$ cat src/rtl/vattr_pkg.sv
package vattr_pkg;

    // Width of one stored table word.
    localparam int CFG_W   = 16;
    // Width of one component word.
    localparam int COMP_W  = 32;
    // Number of output lanes.
    localparam int LANES   = 4;
    // Width of one lane selector.
    localparam int SEL_W   = 3;
    // Width of the destination index.
    localparam int IDX_W   = 5;

    // Routing word field positions.
    localparam int RT_CNT_LSB  = 0;
    localparam int RT_DST_LSB  = 8;
    localparam int RT_LAST_BIT = 13;

    // Swizzle word field positions.
    localparam int SW_EN_LSB = 12;

    // Constant 1.0 in IEEE-754 single precision.
    localparam logic [COMP_W-1:0] F32_ONE = 32'h3F80_0000;

    // Selector codes.
    localparam logic [SEL_W-1:0] SEL_ZERO = 3'd4;
    localparam logic [SEL_W-1:0] SEL_ONE  = 3'd5;

    typedef enum logic [1:0] {
        ST_IDLE    = 2'd0,
        ST_COLLECT = 2'd1,
        ST_EMIT    = 2'd2
    } walk_state_t;

    typedef struct packed {
        logic             last;
        logic [IDX_W-1:0] dest;
        logic [1:0]       cnt_code;
    } route_t;

endpackage

$ cat src/rtl/vattr_cfg_table.sv
module vattr_cfg_table
    import vattr_pkg::*;
#(
    parameter int N_ENT = 8,
    localparam int ENT_W = (N_ENT > 1) ? $clog2(N_ENT) : 1
) (
    input  logic             clk,
    input  logic             rst_n,
    input  logic             wr_en,
    input  logic             wr_sel,
    input  logic [ENT_W-1:0] wr_addr,
    input  logic [CFG_W-1:0] wr_data,
    input  logic [ENT_W-1:0] rd_addr,
    output route_t           route_o,
    output logic [CFG_W-1:0] swz_o
);

    route_t           route_q [N_ENT];
    logic [CFG_W-1:0] swz_q   [N_ENT];
    route_t           route_in;

    // Pick the used fields out of an incoming routing word.
    always_comb begin
        route_in.cnt_code = wr_data[RT_CNT_LSB +: 2];
        route_in.dest     = wr_data[RT_DST_LSB +: IDX_W];
        route_in.last     = wr_data[RT_LAST_BIT];
    end

    wire unused_rt_bits = ^{wr_data[7:2], wr_data[15:14]};

    // Generate one storage slot per table entry.
    for (genvar e = 0; e < N_ENT; e++) begin : g_ent
        always_ff @(posedge clk) begin
            if (!rst_n) begin
                route_q[e] <= '0;
                swz_q[e]   <= '0;
            end else if (wr_en && (wr_addr == ENT_W'(e))) begin
                if (wr_sel) begin
                    swz_q[e] <= wr_data;
                end else begin
                    route_q[e] <= route_in;
                end
            end
        end
    end

    assign route_o = route_q[rd_addr];
    assign swz_o   = swz_q[rd_addr];

endmodule

$ cat src/rtl/vattr_comp_buf.sv
module vattr_comp_buf
    import vattr_pkg::*;
(
    input  logic                        clk,
    input  logic                        rst_n,
    input  logic                        store,
    input  logic [1:0]                  slot,
    input  logic [COMP_W-1:0]           data,
    output logic [LANES-1:0][COMP_W-1:0] comps_o
);

    // Generate one holding register per source component.
    for (genvar s = 0; s < LANES; s++) begin : g_slot
        always_ff @(posedge clk) begin
            if (!rst_n) begin
                comps_o[s] <= '0;
            end else if (store && (slot == 2'(s))) begin
                comps_o[s] <= data;
            end
        end
    end

endmodule

$ cat src/rtl/vattr_lane_sel.sv
module vattr_lane_sel
    import vattr_pkg::*;
(
    input  logic [SEL_W-1:0]             sel,
    input  logic [1:0]                   cnt_code,
    input  logic [LANES-1:0][COMP_W-1:0] comps,
    output logic [COMP_W-1:0]            lane_o
);

    logic in_range;

    // A source component exists only if its number is within the count.
    assign in_range = (sel[1:0] <= cnt_code);

    always_comb begin
        lane_o = '0;
        if (!sel[2]) begin
            if (in_range) begin
                lane_o = comps[sel[1:0]];
            end
        end else if (sel == SEL_ONE) begin
            lane_o = F32_ONE;
        end else begin
            lane_o = '0;
        end
    end

endmodule

$ cat src/rtl/vattr_router.sv
module vattr_router
    import vattr_pkg::*;
#(
    parameter int N_ENT = 8,
    localparam int ENT_W = (N_ENT > 1) ? $clog2(N_ENT) : 1
) (
    input  logic                    clk,
    input  logic                    rst_n,
    input  logic                    cfg_valid,
    output logic                    cfg_ready,
    input  logic                    cfg_sel,
    input  logic [ENT_W-1:0]        cfg_addr,
    input  logic [CFG_W-1:0]        cfg_data,
    input  logic                    in_valid,
    output logic                    in_ready,
    input  logic [COMP_W-1:0]       in_data,
    output logic                    rf_we,
    output logic [IDX_W-1:0]        rf_idx,
    output logic [LANES*COMP_W-1:0] rf_data,
    output logic [LANES-1:0]        rf_lane_en
);

    localparam logic [ENT_W-1:0] ENT_LAST = ENT_W'(N_ENT - 1);
    localparam logic [ENT_W-1:0] ENT_ONE  = ENT_W'(1);

    walk_state_t state_q, state_d;
    logic [ENT_W-1:0] entry_q, entry_d;
    logic [1:0]       comp_q, comp_d;

    route_t                      cur_route;
    logic [CFG_W-1:0]            cur_swz;
    logic                        cur_last;
    logic                        accept;
    logic                        cfg_wr;
    logic [LANES-1:0][COMP_W-1:0] comps;

    assign cur_last = cur_route.last;
    assign accept   = in_valid && in_ready;
    assign cfg_wr   = cfg_valid && cfg_ready;

    vattr_cfg_table #(.N_ENT(N_ENT)) u_table (
        .clk     (clk),
        .rst_n   (rst_n),
        .wr_en   (cfg_wr),
        .wr_sel  (cfg_sel),
        .wr_addr (cfg_addr),
        .wr_data (cfg_data),
        .rd_addr (entry_q),
        .route_o (cur_route),
        .swz_o   (cur_swz)
    );

    vattr_comp_buf u_buf (
        .clk     (clk),
        .rst_n   (rst_n),
        .store   (accept),
        .slot    (comp_q),
        .data    (in_data),
        .comps_o (comps)
    );

    // Generate one selector per output lane.
    for (genvar l = 0; l < LANES; l++) begin : g_lane
        vattr_lane_sel u_sel (
            .sel      (cur_swz[l*SEL_W +: SEL_W]),
            .cnt_code (cur_route.cnt_code),
            .comps    (comps),
            .lane_o   (rf_data[l*COMP_W +: COMP_W])
        );
    end

    // State register.
    always_ff @(posedge clk) begin
        if (!rst_n) begin
            state_q <= ST_IDLE;
            entry_q <= '0;
            comp_q  <= '0;
        end else begin
            state_q <= state_d;
            entry_q <= entry_d;
            comp_q  <= comp_d;
        end
    end

    // Next-state logic.
    always_comb begin
        state_d = state_q;
        entry_d = entry_q;
        comp_d  = comp_q;
        unique case (state_q)
            ST_IDLE: begin
                if (in_valid) begin
                    state_d = ST_COLLECT;
                    comp_d  = '0;
                end
            end
            ST_COLLECT: begin
                if (accept) begin
                    if (comp_q == cur_route.cnt_code) begin
                        state_d = ST_EMIT;
                    end else begin
                        comp_d = comp_q + 2'd1;
                    end
                end
            end
            ST_EMIT: begin
                comp_d = '0;
                if (cur_last || (entry_q == ENT_LAST)) begin
                    state_d = ST_IDLE;
                    entry_d = '0;
                end else begin
                    state_d = ST_COLLECT;
                    entry_d = entry_q + ENT_ONE;
                end
            end
            default: begin
                state_d = ST_IDLE;
                entry_d = '0;
                comp_d  = '0;
            end
        endcase
    end

    // Output logic.
    always_comb begin
        cfg_ready  = 1'b0;
        in_ready   = 1'b0;
        rf_we      = 1'b0;
        rf_idx     = cur_route.dest;
        rf_lane_en = cur_swz[SW_EN_LSB +: LANES];
        unique case (state_q)
            ST_IDLE:    cfg_ready = 1'b1;
            ST_COLLECT: in_ready  = 1'b1;
            ST_EMIT:    rf_we     = 1'b1;
            default:    cfg_ready = 1'b0;
        endcase
    end

endmodule

$ cat config.mk
export PLATFORM = sky130hd
export DESIGN_NAME = vattr_router
export DESIGN_NICKNAME = d
export VERILOG_FILES = /design/src/rtl/vattr_pkg.sv /design/src/rtl/vattr_cfg_table.sv /design/src/rtl/vattr_comp_buf.sv /design/src/rtl/vattr_lane_sel.sv /design/src/rtl/vattr_router.sv
export SDC_FILE = /design/constraint.sdc
export NUM_CORES = 1
export LEC_CHECK = 0
export ABC_AREA = 1
export BUFFER_PORTS_ARGS = -buffer_cell sky130_fd_sc_hd__buf_2
export CAP_MARGIN = 20
export CORE_MARGIN = 2
export CORE_UTILIZATION = 60
export DETAILED_ROUTE_END_ITERATION = 7
export GPL_TIMING_DRIVEN = 0
export PLACE_DENSITY = 0.81
export SLEW_MARGIN = 20
export SYNTH_ARGS = -nofsm -noshare
export SYNTH_HDL_FRONTEND = slang
export SYNTH_SLANG_ARGS = --single-unit
$ cat constraint.sdc
create_clock -name clk -period 3.3 [get_ports clk]
set_input_delay 0.33 -clock clk [delete_from_list [all_inputs] [get_ports clk]]
set_output_delay 0.33 -clock clk [all_outputs]
set_load 0.03 [all_outputs]
# Yosys cells after proc, flatten, opt, wreduce, memory -nomap -nowiden
# Memories as Yosys holds them, arrays and structs flattened. A register that Yosys moved wholly into a read port is not among the register bits.
# Index checks and enable logic that the tools add are counted.
dict set report word_totals {
  n_memories 2
  wordCells 183
  mem_bits_rw 192
  ff_bits 135
}
dict set report classes {
  bitwise 16
  magnitude_cmp 8
  reduce_logical 21
  n_eq_ne 22
  n_mux 105
  add_sub_neg 2
}
# name words width read_ports rd_ports_with_merged_regs wr line
set memory_table {}
lappend memory_table {u_table.swz_q 8 16 1 1 8 vattr_cfg_table.sv:19} ;# logic [CFG_W-1:0] swz_q [N_ENT];
lappend memory_table {u_table.route_q 8 8 1 1 8 vattr_cfg_table.sv:18} ;# route_t route_q [N_ENT];
# op n
set ops {}
lappend ops {{$mux W32} 12}
lappend ops {{$bmux W32 S2} 4}
lappend ops {{$mux W16} 8}
lappend ops {{$mux W30} 4}
lappend ops {{$mux W8} 8}
lappend ops {{$mux W1} 55}
lappend ops {{$eq A3 B3 Y1 const B} 9}
lappend ops {{$or A1 B1 Y1} 16}
lappend ops {{$mux W3} 5}
lappend ops {{$logic_and A1 B1 Y1} 14}
lappend ops {{$lt A2 B3 Y1 const B} 4}
lappend ops {{$mux W2} 6}
lappend ops {{$le A2 B2 Y1} 4}
lappend ops {{$eq A2 B2 Y1 const B} 3}
lappend ops {{$eq A3 B2 Y1 const B} 2}
lappend ops {{$ne A2 B2 Y1 const B} 3}
lappend ops {{$pmux W2 S3} 1}
lappend ops {{$pmux W3 S2} 1}
lappend ops {{$reduce_and A3 Y1} 2}
lappend ops {{$eq A2 B1 Y1 const B} 2}
lappend ops {{$logic_not A2 Y1} 2}
lappend ops {{$pmux W2 S2} 1}
lappend ops {{$add A3 B1 Y3 const B} 1}
lappend ops {{$eq A3 B1 Y1 const B} 1}
lappend ops {{6 further kinds} 6}

# Depth between registers and ports, before layout
dict set report logic_depth {
  ltp_word 8
  ltp_mapped 18
  depth_no_buf 13
}

# Cells and area by module
# From an unflattened synthesis, not the netlist that was laid out.
dict set report unflattened {
  hier_cells 3714
  area_unflattened_um2 22170.0
}
# module area_per_inst_um2 instances cells_per_inst seq_area_each_um2
set modules_own_cells {}
lappend modules_own_cells {vattr_cfg_table 9525.4 1 1127 5765.5}
lappend modules_own_cells {vattr_lane_sel 1732.9 4 426 0.0}
lappend modules_own_cells {vattr_comp_buf 5293.8 1 819 2562.5}
lappend modules_own_cells {vattr_router 419.2 1 64 140.1}

# Worst setup path before layout
# No wires, ideal clock.
dict set report synth_path {
  path_type {register -> output}
  start {register with a tool-made name}
  end {output port rf_data[30]}
  t_required_ns 2.970
  n_path_buf 4
  path_stages_with_launch 16
  setup_slack_ns 0.302
  t_arrival_ns 2.668
  cell_sequence {dfxtp_1 > buf_6 > inv_4 > buf_6 > o21ai_0 > o22ai_1 > nand2_1 > o21ai_2 > buf_4 > buf_4 > ha_1 > inv_1 > nor2_1 > a2bb2oi_1 > nor2_4 > a21boi_0}
}
# item line
set synth_lines {}
lappend synth_lines {{end: declaration} vattr_router.sv:19} ;# output logic [LANES*COMP_W-1:0] rf_data,

==> flow_metrics.tcl <==
set metrics [dict create \
    cts_hold_buf 0 \
    synth_area_leaders "edfxtp_1 (31%), dfxtp_1 (15%), nand2_1 (13%), nor2_1 (8.3%), a21oi_1 (6.6%)" \
    path_cells "buf_6 -> nor2_2 -> nor2_1 -> o21ai_1 -> o21ai_2 -> inv_2 -> o21ai_4 -> buf_6 -> buf_12 -> ha_4 -> inv_2 -> nor2_4 -> a2bb2oi_4 -> nor2_4 -> buf_12 -> bufbuf_16 -> nand2_1 -> nor2_1 -> buf_4" \
    dp_slack_ps -376.2 \
    synth_cell_type_count 35 \
    status "finished with violations" \
    numCtsBuffers 36 \
    drt_iter0_drc 3081 \
    skew_ps 12.95 \
    layout.nets 2868 \
    fin_crit_ps 3710 \
    start_util_pct 61.17 \
    yosysSeqAreaShare_pct 45.46 \
    globalplace.congestion 0.9803 \
    syn_area_mm2 0.01876 \
    fp.dieW_um 180.8 \
    busiest_layer "met2" \
    core_region_area_mm2 0.03067 \
    synth_top_area_share_pct 30.73 \
    clock-sinks 330 \
    multiInputGateArea_mm2 0.009935 \
    routed_wl_mm 78.10 \
    fillers 2016 \
    setup-violations-final 128 \
    fmax_mhz 269.6 \
    yosysWarnings 0 \
    die_y_um 180.8 \
    cp-end-kind "output pin" \
    grt_pass1_vias 19783 \
    startpoint_type "flip-flop" \
    critPathArrivalTime_ps 3380 \
    drive_gt1_share_pct 25.81 \
    power_mw 12.78 \
    synth_area_leader_cell "edfxtp_1" \
    slowest_stage "dfxtp_4" \
    area_delta_synth_final_pct 30.72 \
    path_max_fanout 5 \
    regArea_mm2 0.008532 \
    firstDrtPassIters 8 \
    violations "setup timing" \
    via_count 21040 \
    slew_violations 0 \
    worst-endpoint-required_ps 2970 \
    use_met1_pct 52.21 \
    ant_nets 0 \
    synth_edf_count 192 \
    insertion_delay_ps 540 \
    finalCritPeriodShare_pct 112.4 \
    synth.most_common_cell "nand2_1" \
    dp_hpwl_mm 50.16 \
    ys_async_sr_fraction_pct 0 \
    via_per_inst 6.530 \
    portBuffers 194 \
    place_inst 3101 \
    clk_pin_slew_ps 70 \
    cts.path.max_buffers 3 \
    hold_violations 0 \
    slowest_delay_ps 390 \
    routedWlPerCell_um 24.24 \
    antenna_found_initial 2 \
    grt_pass1_wl_mm 111.8 \
    tns_ps -40320 \
    track_usage_pct 44.29 \
    timing.final.ws_setup_ps -409.8 \
    ir_worst_vdd_mv 0.4557 \
    cts_max_level 2 \
    rows 64 \
    grt_util_met2_pct 72.64 \
    ys.flop_type "edfxtp_1" \
    powerDensity_mw_per_mm2 521.1 \
    synth_cells 2511 \
    syn-num-nets 2581 \
    grt_use_met3_pct 9.514 \
    maxSlewHeadroom_pct 41.13 \
    worstHoldPathType "primary input to flip-flop" \
    rsz0062_at_grt "yes" \
    cellLeakagePower_nw 10.01 \
    syn_area_per_cell_um2 7.472 \
    synth_common_cells "nand2_1 (670), nor2_1 (417), a21oi_1 (247)" \
    tritoncts "done" \
    tightest_slew_ps 883.0 \
    route.detailed.drc 0 \
    grt.overflow.total 0 \
    pin_count 196 \
    fin_cells 3222 \
    die_area_mm2 0.03270 \
    grt_max_degree 20 \
    root_buffer "clkbuf_16" \
    worstSetupPathType "flip-flop to output pin" \
    cap_violations 0 \
    ys_seq_elements 330 \
]
-- cells by family (layout without fill, tap and decap cells) --
group	count (synthesis)	count (layout)	share of synthesized area (%)
flip-flops	330	330	45.46
adder cells (fa/ha/maj)	14	14	0.9337
AND/OR/NAND/NOR	1246	1246	26.26
other	0	1	0
AO/OA/AOI/OAI	584	584	18.45
buffers and inverters	337	651	8.910
-- per-stage QoR --
stage | hold slack, ps | instance area [µm²] | utilization [%]
5_1_grt | 105.2 | 24530 | 79.97
3_3_place_gp | 477.3 | 20230 | 65.96
4_1_cts | 91.94 | 22800 | 74.34
3_5_place_dp | 488.3 | 20230 | 65.96
6_report | 94.30 | 24530 | 79.97
2_1_floorplan | 463.1 | 18760 | -
-- per-layer routing --
metal	up-vias	part of all wire [%]
met4	2	7.7
met3	535	13
met1	9619	33
met2	1902	47
li1	8982	-
met5	-	0.017
-- flip-flops by register name (all words and copies together) (netlist names), named ones only --
| name | cells |
|---|---|
| u_buf.comps_o | 128 |
| u_table.swz_q | 128 |
| u_table.route_q | 64 |
| entry_q | 3 |
| comp_q | 2 |
| state_q | 2 |
-- report_power, final --
part,leakage (nW),internal (mW),switching (mW)
sequential,3.11,4.51,0.0836
clock,0.562,2.26,1.81
combinational,6.34,1.50,2.61
total,10.0,8.28,4.50
-- critical path: cells and delay by family (launching register included) --
family,cells,cell delay [ps]
AND/OR/NAND/NOR,6,530
flip-flops,1,390
adder cells (fa/ha/maj),1,200
buffers and inverters,8,1100
AO/OA/AOI/OAI,4,640
-- final timing paths --
path / from / to / slack [ps] / depth (start not counted)
hold reg to reg: entry_q[0]$_SDFFE_PN0N_ / flip-flop / 500 / 1
setup reg to reg: state_q[1]$_SDFFE_PN0P_ / u_table.swz_q[1][3]$_SDFFCE_PN0P_ / 670 / 6
setup / recovery: flip-flop / rf_data[17] / -410 / 19
hold / removal: in_data[26] / u_buf.comps_o[26]$_SDFFE_PN0P_ / 90 / 3
-- layout by cell type (no fill, tap or decap), types with 57 or more instances in the layout --
master	synthesis	layout
clkbuf_1	59	64
inv_1	130	124
edfxtp_1	192	192
nor2_1	417	337
buf_2	68	129
o21ai_0	129	120
nand2_1	670	578
nor2_4	4	58
o211ai_1	122	122
dfxtp_1	138	137
buf_4	35	75
nand2_2	4	57
buf_6	25	120
nand3_1	145	117
a21oi_1	247	242
-- layout make-up --
cell class                 count  area share (%)
antenna                        1         0.01020
sequential                   330           34.79
clock inverter                21          0.7958
buffer                       184           5.469
tap                          396           2.020
timing repair buffer         257           10.20
multi-input combinational   1844           40.51
clock buffer                  44           3.918
inverter                     145           2.296
-- repair_timing --
| item | in CTS | in global routing |
|---|---|---|
| gates cloned | 11 | 6 |
| resized for setup | 304 | 435 |
| pin swaps | 36 | 72 |
| endpoints found under the hold margin | 0 | 0 |
| endpoints found under the setup margin | 128 | 128 |
| buffers inserted | 28 | 24 |
Note: power is estimated with default switching activity, not from simulation.
